===== src/rtl/csrb_pkg.sv =====
package csrb_pkg;
    // Life cycle of the one section the large core may hold.
    typedef enum logic [1:0] {
        LC_IDLE = 2'd0,
        LC_EXEC = 2'd1,
        LC_RESP = 2'd2
    } lc_state_e;
endpackage


===== src/rtl/csrb_fifo.sv =====
module csrb_fifo #(
    parameter int DEPTH  = 8,
    parameter int LOCK_W = 32,
    parameter int PC_W   = 32,
    parameter int SP_W   = 32,
    parameter int CORE_W = 5
) (
    input  logic              clk,
    input  logic              rst_n,
    input  logic              push,
    input  logic [LOCK_W-1:0] in_lock,
    input  logic [PC_W-1:0]   in_pc,
    input  logic [SP_W-1:0]   in_sp,
    input  logic [CORE_W-1:0] in_core,
    input  logic              pop,
    output logic [LOCK_W-1:0] hd_lock,
    output logic [PC_W-1:0]   hd_pc,
    output logic [SP_W-1:0]   hd_sp,
    output logic [CORE_W-1:0] hd_core,
    output logic              full,
    output logic              empty,
    output logic              in_conflict,
    output logic              head_alone
);
    localparam int PTR_W = $clog2(DEPTH);

    typedef struct packed {
        logic [DEPTH-1:0][LOCK_W-1:0] lock;
        logic [DEPTH-1:0][PC_W-1:0]   pc;
        logic [DEPTH-1:0][SP_W-1:0]   sp;
        logic [DEPTH-1:0][CORE_W-1:0] core;
        logic [PTR_W-1:0]             rd;
        logic [PTR_W-1:0]             wr;
        logic [PTR_W:0]               cnt;
    } fifo_s;

    fifo_s fifo_q, fifo_d;

    logic [DEPTH-1:0] occ;
    logic [DEPTH-1:0] diff_in;
    logic [DEPTH-1:0] diff_head;

    // Per-slot occupancy and lock comparisons against the newcomer and the head.
    for (genvar g = 0; g < DEPTH; g++) begin : g_slot
        logic [PTR_W-1:0] age;
        assign age          = PTR_W'(g) - fifo_q.rd;
        assign occ[g]       = ({1'b0, age} < fifo_q.cnt);
        assign diff_in[g]   = occ[g] && (fifo_q.lock[g] != in_lock);
        assign diff_head[g] = occ[g] && (PTR_W'(g) != fifo_q.rd)
                              && (fifo_q.lock[g] != fifo_q.lock[fifo_q.rd]);
    end

    assign in_conflict = |diff_in;
    assign head_alone  = ~|diff_head;
    assign full        = (fifo_q.cnt == (PTR_W+1)'(DEPTH));
    assign empty       = (fifo_q.cnt == '0);
    assign hd_lock     = fifo_q.lock[fifo_q.rd];
    assign hd_pc       = fifo_q.pc[fifo_q.rd];
    assign hd_sp       = fifo_q.sp[fifo_q.rd];
    assign hd_core     = fifo_q.core[fifo_q.rd];

    always_comb begin
        fifo_d = fifo_q;
        if (push) begin
            fifo_d.lock[fifo_q.wr] = in_lock;
            fifo_d.pc[fifo_q.wr]   = in_pc;
            fifo_d.sp[fifo_q.wr]   = in_sp;
            fifo_d.core[fifo_q.wr] = in_core;
            fifo_d.wr              = fifo_q.wr + 1'b1;
        end
        if (pop) begin
            fifo_d.rd = fifo_q.rd + 1'b1;
        end
        case ({push, pop})
            2'b10:   fifo_d.cnt = fifo_q.cnt + 1'b1;
            2'b01:   fifo_d.cnt = fifo_q.cnt - 1'b1;
            default: fifo_d.cnt = fifo_q.cnt;
        endcase
    end

    always_ff @(posedge clk or negedge rst_n) begin
        if (!rst_n) begin
            fifo_q <= '0;
        end else begin
            fifo_q <= fifo_d;
        end
    end

    AST_NO_OVERFLOW: assert property (@(posedge clk) disable iff (!rst_n)
        push |-> !full);
    AST_NO_UNDERFLOW: assert property (@(posedge clk) disable iff (!rst_n)
        pop |-> !empty);
endmodule


===== src/rtl/csrb_sat_table.sv =====
module csrb_sat_table #(
    parameter int IDX_W  = 3,
    parameter int CNT_W  = 3,
    parameter int THRESH = 4
) (
    input  logic             clk,
    input  logic             rst_n,
    input  logic             inc_en,
    input  logic [IDX_W-1:0] inc_idx,
    input  logic             dec_en,
    input  logic [IDX_W-1:0] dec_idx,
    input  logic [IDX_W-1:0] look_idx,
    output logic             look_hot
);
    localparam int N_CNT = 1 << IDX_W;
    localparam logic [CNT_W-1:0] CNT_MAX = {CNT_W{1'b1}};

    typedef struct packed {
        logic [N_CNT-1:0][CNT_W-1:0] c;
    } sat_s;

    sat_s sat_q, sat_d;

    logic [N_CNT-1:0] up;
    logic [N_CNT-1:0] dn;

    for (genvar g = 0; g < N_CNT; g++) begin : g_ctr
        assign up[g] = inc_en && (inc_idx == IDX_W'(g));
        assign dn[g] = dec_en && (dec_idx == IDX_W'(g));
    end

    always_comb begin
        sat_d = sat_q;
        for (int i = 0; i < N_CNT; i++) begin
            if (up[i] && !dn[i] && (sat_q.c[i] != CNT_MAX)) begin
                sat_d.c[i] = sat_q.c[i] + 1'b1;
            end else if (dn[i] && !up[i] && (sat_q.c[i] != '0)) begin
                sat_d.c[i] = sat_q.c[i] - 1'b1;
            end
        end
    end

    always_ff @(posedge clk or negedge rst_n) begin
        if (!rst_n) begin
            sat_q <= '0;
        end else begin
            sat_q <= sat_d;
        end
    end

    assign look_hot = ({1'b0, sat_q.c[look_idx]} >= (CNT_W+1)'(THRESH));
endmodule


===== src/rtl/cs_request_buffer.sv =====
module cs_request_buffer
    import csrb_pkg::*;
#(
    parameter int CORE_W = 5,
    parameter int LOCK_W = 32,
    parameter int PC_W   = 32,
    parameter int SP_W   = 32,
    parameter int DEPTH  = 8,
    parameter int IDX_W  = 3,
    parameter int CNT_W  = 3,
    parameter int THRESH = 4
) (
    input  logic              clk,
    input  logic              rst_n,
    input  logic              req_valid,
    output logic              req_ready,
    input  logic [LOCK_W-1:0] req_lock,
    input  logic [PC_W-1:0]   req_pc,
    input  logic [SP_W-1:0]   req_sp,
    input  logic [CORE_W-1:0] req_core,
    output logic              disp_valid,
    input  logic              disp_ready,
    output logic [LOCK_W-1:0] disp_lock,
    output logic [PC_W-1:0]   disp_pc,
    output logic [SP_W-1:0]   disp_sp,
    output logic [CORE_W-1:0] disp_core,
    input  logic              ret_valid,
    output logic              done_valid,
    input  logic              done_ready,
    output logic [CORE_W-1:0] done_core,
    output logic              local_valid,
    input  logic              local_ready,
    output logic [CORE_W-1:0] local_core
);
    typedef struct packed {
        lc_state_e         st;
        logic [CORE_W-1:0] owner;
        logic              loc_v;
        logic [CORE_W-1:0] loc_core;
    } ctl_s;

    ctl_s ctl_q, ctl_d;

    logic full, empty, in_conflict, head_alone, hot;
    logic accept, push, pop;

    assign req_ready = !full && !ctl_q.loc_v;
    assign accept    = req_valid && req_ready;
    assign push      = accept && !hot;
    assign disp_valid = (ctl_q.st == LC_IDLE) && !empty;
    assign pop       = disp_valid && disp_ready;

    csrb_fifo #(
        .DEPTH (DEPTH),
        .LOCK_W(LOCK_W),
        .PC_W  (PC_W),
        .SP_W  (SP_W),
        .CORE_W(CORE_W)
    ) u_queue (
        .clk        (clk),
        .rst_n      (rst_n),
        .push       (push),
        .in_lock    (req_lock),
        .in_pc      (req_pc),
        .in_sp      (req_sp),
        .in_core    (req_core),
        .pop        (pop),
        .hd_lock    (disp_lock),
        .hd_pc      (disp_pc),
        .hd_sp      (disp_sp),
        .hd_core    (disp_core),
        .full       (full),
        .empty      (empty),
        .in_conflict(in_conflict),
        .head_alone (head_alone)
    );

    csrb_sat_table #(
        .IDX_W (IDX_W),
        .CNT_W (CNT_W),
        .THRESH(THRESH)
    ) u_serial_cnt (
        .clk     (clk),
        .rst_n   (rst_n),
        .inc_en  (accept && in_conflict),
        .inc_idx (req_lock[IDX_W-1:0]),
        .dec_en  (pop && head_alone),
        .dec_idx (disp_lock[IDX_W-1:0]),
        .look_idx(req_lock[IDX_W-1:0]),
        .look_hot(hot)
    );

    always_comb begin
        ctl_d = ctl_q;
        case (ctl_q.st)
            LC_IDLE: if (pop) begin
                ctl_d.st    = LC_EXEC;
                ctl_d.owner = disp_core;
            end
            LC_EXEC: if (ret_valid) ctl_d.st = LC_RESP;
            LC_RESP: if (done_ready) ctl_d.st = LC_IDLE;
            default: ctl_d.st = LC_IDLE;
        endcase
        if (ctl_q.loc_v && local_ready) begin
            ctl_d.loc_v = 1'b0;
        end
        if (accept && hot) begin
            ctl_d.loc_v    = 1'b1;
            ctl_d.loc_core = req_core;
        end
    end

    always_ff @(posedge clk or negedge rst_n) begin
        if (!rst_n) begin
            ctl_q <= '0;
        end else begin
            ctl_q <= ctl_d;
        end
    end

    assign done_valid  = (ctl_q.st == LC_RESP);
    assign done_core   = ctl_q.owner;
    assign local_valid = ctl_q.loc_v;
    assign local_core  = ctl_q.loc_core;

    AST_ONE_IN_FLIGHT: assert property (@(posedge clk) disable iff (!rst_n)
        disp_valid |-> !done_valid);
    AST_DISP_HOLD: assert property (@(posedge clk) disable iff (!rst_n)
        disp_valid && !disp_ready |=> disp_valid && $stable(disp_lock) && $stable(disp_core));
    AST_DONE_HOLD: assert property (@(posedge clk) disable iff (!rst_n)
        done_valid && !done_ready |=> done_valid && $stable(done_core));
    AST_LOCAL_HOLD: assert property (@(posedge clk) disable iff (!rst_n)
        local_valid && !local_ready |=> local_valid && $stable(local_core));
endmodule


===== config.mk =====
export PLATFORM = sky130hd
export DESIGN_NAME = cs_request_buffer
export DESIGN_NICKNAME = d
export VERILOG_FILES = /design/src/rtl/csrb_pkg.sv /design/src/rtl/csrb_fifo.sv /design/src/rtl/csrb_sat_table.sv /design/src/rtl/cs_request_buffer.sv
export SDC_FILE = /design/constraint.sdc
export NUM_CORES = 2
export LEC_CHECK = 0
export BUFFER_PORTS_ARGS = -buffer_cell sky130_fd_sc_hd__buf_2
export CORE_MARGIN = 3
export CORE_UTILIZATION = 30
export CTS_BUF_LIST = sky130_fd_sc_hd__clkbuf_16
export DETAILED_ROUTE_END_ITERATION = 10
export PLACE_DENSITY_LB_ADDON = 0.1
export RECOVER_POWER = 100
export SYNTH_ARGS = -nofsm -noshare
export SYNTH_HDL_FRONTEND = slang
export SYNTH_SLANG_ARGS = --single-unit

===== constraint.sdc =====
create_clock -name clk -period 17.6 [get_ports clk]
set_input_delay 1.76 -clock clk [delete_from_list [all_inputs] [get_ports clk]]
set_output_delay 1.76 -clock clk [all_outputs]
set_load 0.02 [all_outputs]

==> qor.csv <==
stage,metric,value,unit
sta,RSZ-0062 raised after global routing,false,
critical_path,slowest CP cell,clkbuf_1,
logic_synthesis,"Avg Cell Area, Syn",12.45,um2
global_routing,initial antenna violation count,25,
cts,"Setup Fix Bufs, Post-CTS",0,
critical_path,cell family with most CP delay,buffers and inverters,
placement,HPWL Detailed,111000,um
placement,I/O Buffers,222,
global_routing,vias in the first global route,31865,
cts,Clock Latency Late Sink,0.75,ns
global_routing,gr ovfl total,0,
critical_path,Max stage delay on crit path,3.11,ns
logic_synthesis,synthesized net count,3878,
cts,"Clk pin slew, worst setup/hold paths",0.06,ns
critical_path,crit path buf inv count,5,
cts,CTS H-Tree Depth,3,
global_routing,grt met3 use,4.816,%
global_routing,Tot GR Track Use,20.89,%
sta,skew final,0.05772,ns
logic_synthesis,Mapped Cells,3736,
route,Routed Antenna Nets,0,
floorplanning,core area,153000,um2
logic_synthesis,"Seq/Total Area, Yosys",46.01,%
logic_synthesis,Syn. warnings,0,
power,Leakage,23.79,nW
power,worst vdd ir,129.2,uV
floorplanning,Die H,399.7,um
floorplanning,Die ar.,159800,um2
logic_synthesis,post-synthesis compound-gate area fraction,3.869,%
sta,Max Fclk,88.56,MHz
global_routing,grt peak-use layer,met2,
logic_synthesis,adder-cell share of the synthesized area,1.060,%
sta,Max Slew Vio Count,1718,
critical_path,WS Path Type,flop to flop,
sta,"Hold Vio Cnt, Final",0,
critical_path,crit path cell chain,"buf_4, clkbuf_1, inv_1, ha_1, ha_1, inv_1, ha_1, a21oi_1, nor2_1, o22ai_1, o31ai_1, or2_0, or3_1, inv_1, o21ai_0, or2_2, fa_1, and3_1, a21oi_1, mux2_2, o2111ai_1",
logic_synthesis,main combinational cell family by area after synthesis,multiplexers,
logic_synthesis,simple-gate share of the synthesized area,7.690,%
critical_path,CP Max Fanout,47,
critical_path,crit path capture type,flop,
cts,root buffer cell,clkbuf_16,
global_routing,GR Util met1,29.49,%
logic_synthesis,Post-Syn Area,46500,um2
route,WL per Instance,28.17,um
sta,clock period minus worst slack,11.29,ns
cts,cts repair resizes,0,
logic_synthesis,post-synthesis mux area share,29.59,%
cts,CTS Buffer Depth,3,
logic_synthesis,Post-synth EDFFs,0,
floorplanning,row cnt,143,
run_status,failing checks,"capacitance limit, slew limit",
floorplanning,Die W,399.7,um
logic_synthesis,asr flop ratio synth,100.0,%
logic_synthesis,top_reg_cell synth,dfrtp_1,
critical_path,worst path arrival time,11.85,ns
route,Pre-Repair DR Iteration Count,5,
route,DRC,0,
sta,"Period Utilization, post-route",64.16,%
route,final WL,168000,um
cts,CTS Hold Bufs,0,
route,Vias,31692,
flow_run,Max-Cap Viols,40,
cells_and_area,share of layout cells above drive strength 1,32.48,%
sta,final setup TNS,0,ns
placement,GPL Wtd Cong,0.9744,
logic_synthesis,Yosys reg bits,855,
logic_synthesis,xor/xnor cell area share of the yosys netlist,8.702,%
global_routing,met2 Use GR,31.71,%
floorplanning,number of primary I/O pins,223,
min_path,Hold Crit Class,flop to flop,
floorplanning,starting density of the core,30.40,%
sta,Final Setup Violations,0,
route,DR iter-0 viols,2632,
cts,CTS tree,built,
global_routing,first-pass GRT wire length,242500,um
logic_synthesis,synth unique cells,77,
cells_and_area,Layout area overhead,12.93,%
cells_and_area,Final #Nets,3986,
cts,CTS Sinks,855,
cells_and_area,Final Core Density,34.33,%
sta,Slew HR,-446.1,%
critical_path,CP required,18.16,ns
cells_and_area,"commonest non-fill, non-tap cell in the layout",dfrtp_1,
power,Power Density,215.7,nW/um2
critical_path,crit start category,flop,
sta,worst-margin pin slew,8.192,ns
global_routing,largest net degree at the start of global routing,159,
cells_and_area,"commonest non-fill, non-tap cells in the layout","dfrtp_1, mux2_2, xor2_1, nand2_1, mux4_2",
cts,CTS Buf Count,105,
run_status,status,finished with violations,
route,DR vias/cell,5.314,
-- power by group --
part	internal (mW)	switching, mW
Combinational	2.28	3.25
Sequential	2.79	0.866
Clock	1.23	0.909
-- path summary, 6_finish.rpt --
kind                       slack [ns]                           from  cells after the start                                 end
min                              0.48          ctl_q[12]$_DFFE_PN0P_                      1               ctl_q[11]$_DFFE_PN0P_
max                              6.31  u_queue.fifo_q[7]$_DFFE_PN0P_                     21  u_serial_cnt.sat_q[13]$_DFFE_PN0P_
max in group asynchronous        7.04                          rst_n                      3           local_core[2]$_DFFE_PN0P_
min in group asynchronous        2.80                          rst_n                      1     u_queue.fifo_q[674]$_DFFE_PN0P_
min reg2reg                      0.48          ctl_q[12]$_DFFE_PN0P_                      1               ctl_q[11]$_DFFE_PN0P_
max reg2reg                      6.31  u_queue.fifo_q[7]$_DFFE_PN0P_                     21  u_serial_cnt.sat_q[13]$_DFFE_PN0P_
-- cell usage after synthesis, types with 20 or more instances --
| cell type | number | area share (%) |
|---|---|---|
| nand4_1 | 61 | 0.82 |
| dfrtp_1 | 855 | 46 |
| o21ai_0 | 63 | 0.68 |
| nor4_1 | 98 | 1.3 |
| nand3_1 | 39 | 0.42 |
| mux2_2 | 828 | 20 |
| mux2i_1 | 102 | 2.2 |
| clkbuf_1 | 203 | 1.6 |
| buf_1 | 22 | 0.18 |
| ha_1 | 25 | 0.67 |
| a22oi_1 | 21 | 0.34 |
| or3_1 | 42 | 0.57 |
| xnor2_1 | 84 | 1.6 |
| mux4_2 | 149 | 7.2 |
| a22o_1 | 40 | 0.75 |
| buf_2 | 26 | 0.28 |
| xor2_1 | 378 | 7.1 |
| a21oi_1 | 20 | 0.22 |
| nor2_1 | 57 | 0.46 |
| inv_1 | 68 | 0.55 |
| nor3_1 | 49 | 0.53 |
| nand2_1 | 268 | 2.2 |
-- per-stage QoR --
stage	total power, mW	cell area [um2]	worst slack [ns]	hold WS (ns)	cells
detailed placement	9.189	49500	9.812	0.4563	5767
floorplan	7.075	46500	11.39	0.4345	3736
finish	11.33	52510	6.309	0.4774	5964
global route	11.93	52500	5.193	0.5024	5959
CTS	11.41	52870	9.794	0.4774	5958
global placement	9.187	49500	9.808	0.4687	5767
-- final cells by class --
class | count | area [um2]
diodes | 6 | 15.01
clock buffers | 105 | 2628
clock inverters | 86 | 743.2
fillers | 15373 | 100500
inverters | 69 | 261.5
multi-input cells | 2539 | 23650
flip-flops and latches | 855 | 21400
well taps | 2030 | 2540
repair buffers | 274 | 1279
-- kinds of logic (layout without fill, tap and decap cells) --
group                    count (synthesis)  after routing
adder cells (fa/ha/maj)                 34             34
flip-flops                             855            855
AO/OA/AOI/OAI                          255            255
buffers and inverters                  342            534
other                                    0              6
AND/OR/NAND/NOR                        706            706
multiplexers                          1082           1082
XOR/XNOR                               462            462
-- flip-flops by register name (all words and copies together), names as in the netlist --
signal and count:
u_queue.fifo_q 818, u_serial_cnt.sat_q 24, done_core 5, local_core 5, ctl_q 2, local_valid 1
-- metal layers --
metal  share of wire, %  up-vias
met5               0.12        -
met1                 45    16689
met3                6.7      286
met4                3.3       30
met2                 44      954
li1                   -    13733
No activity file was read; power rests on OpenSTA's default activity.
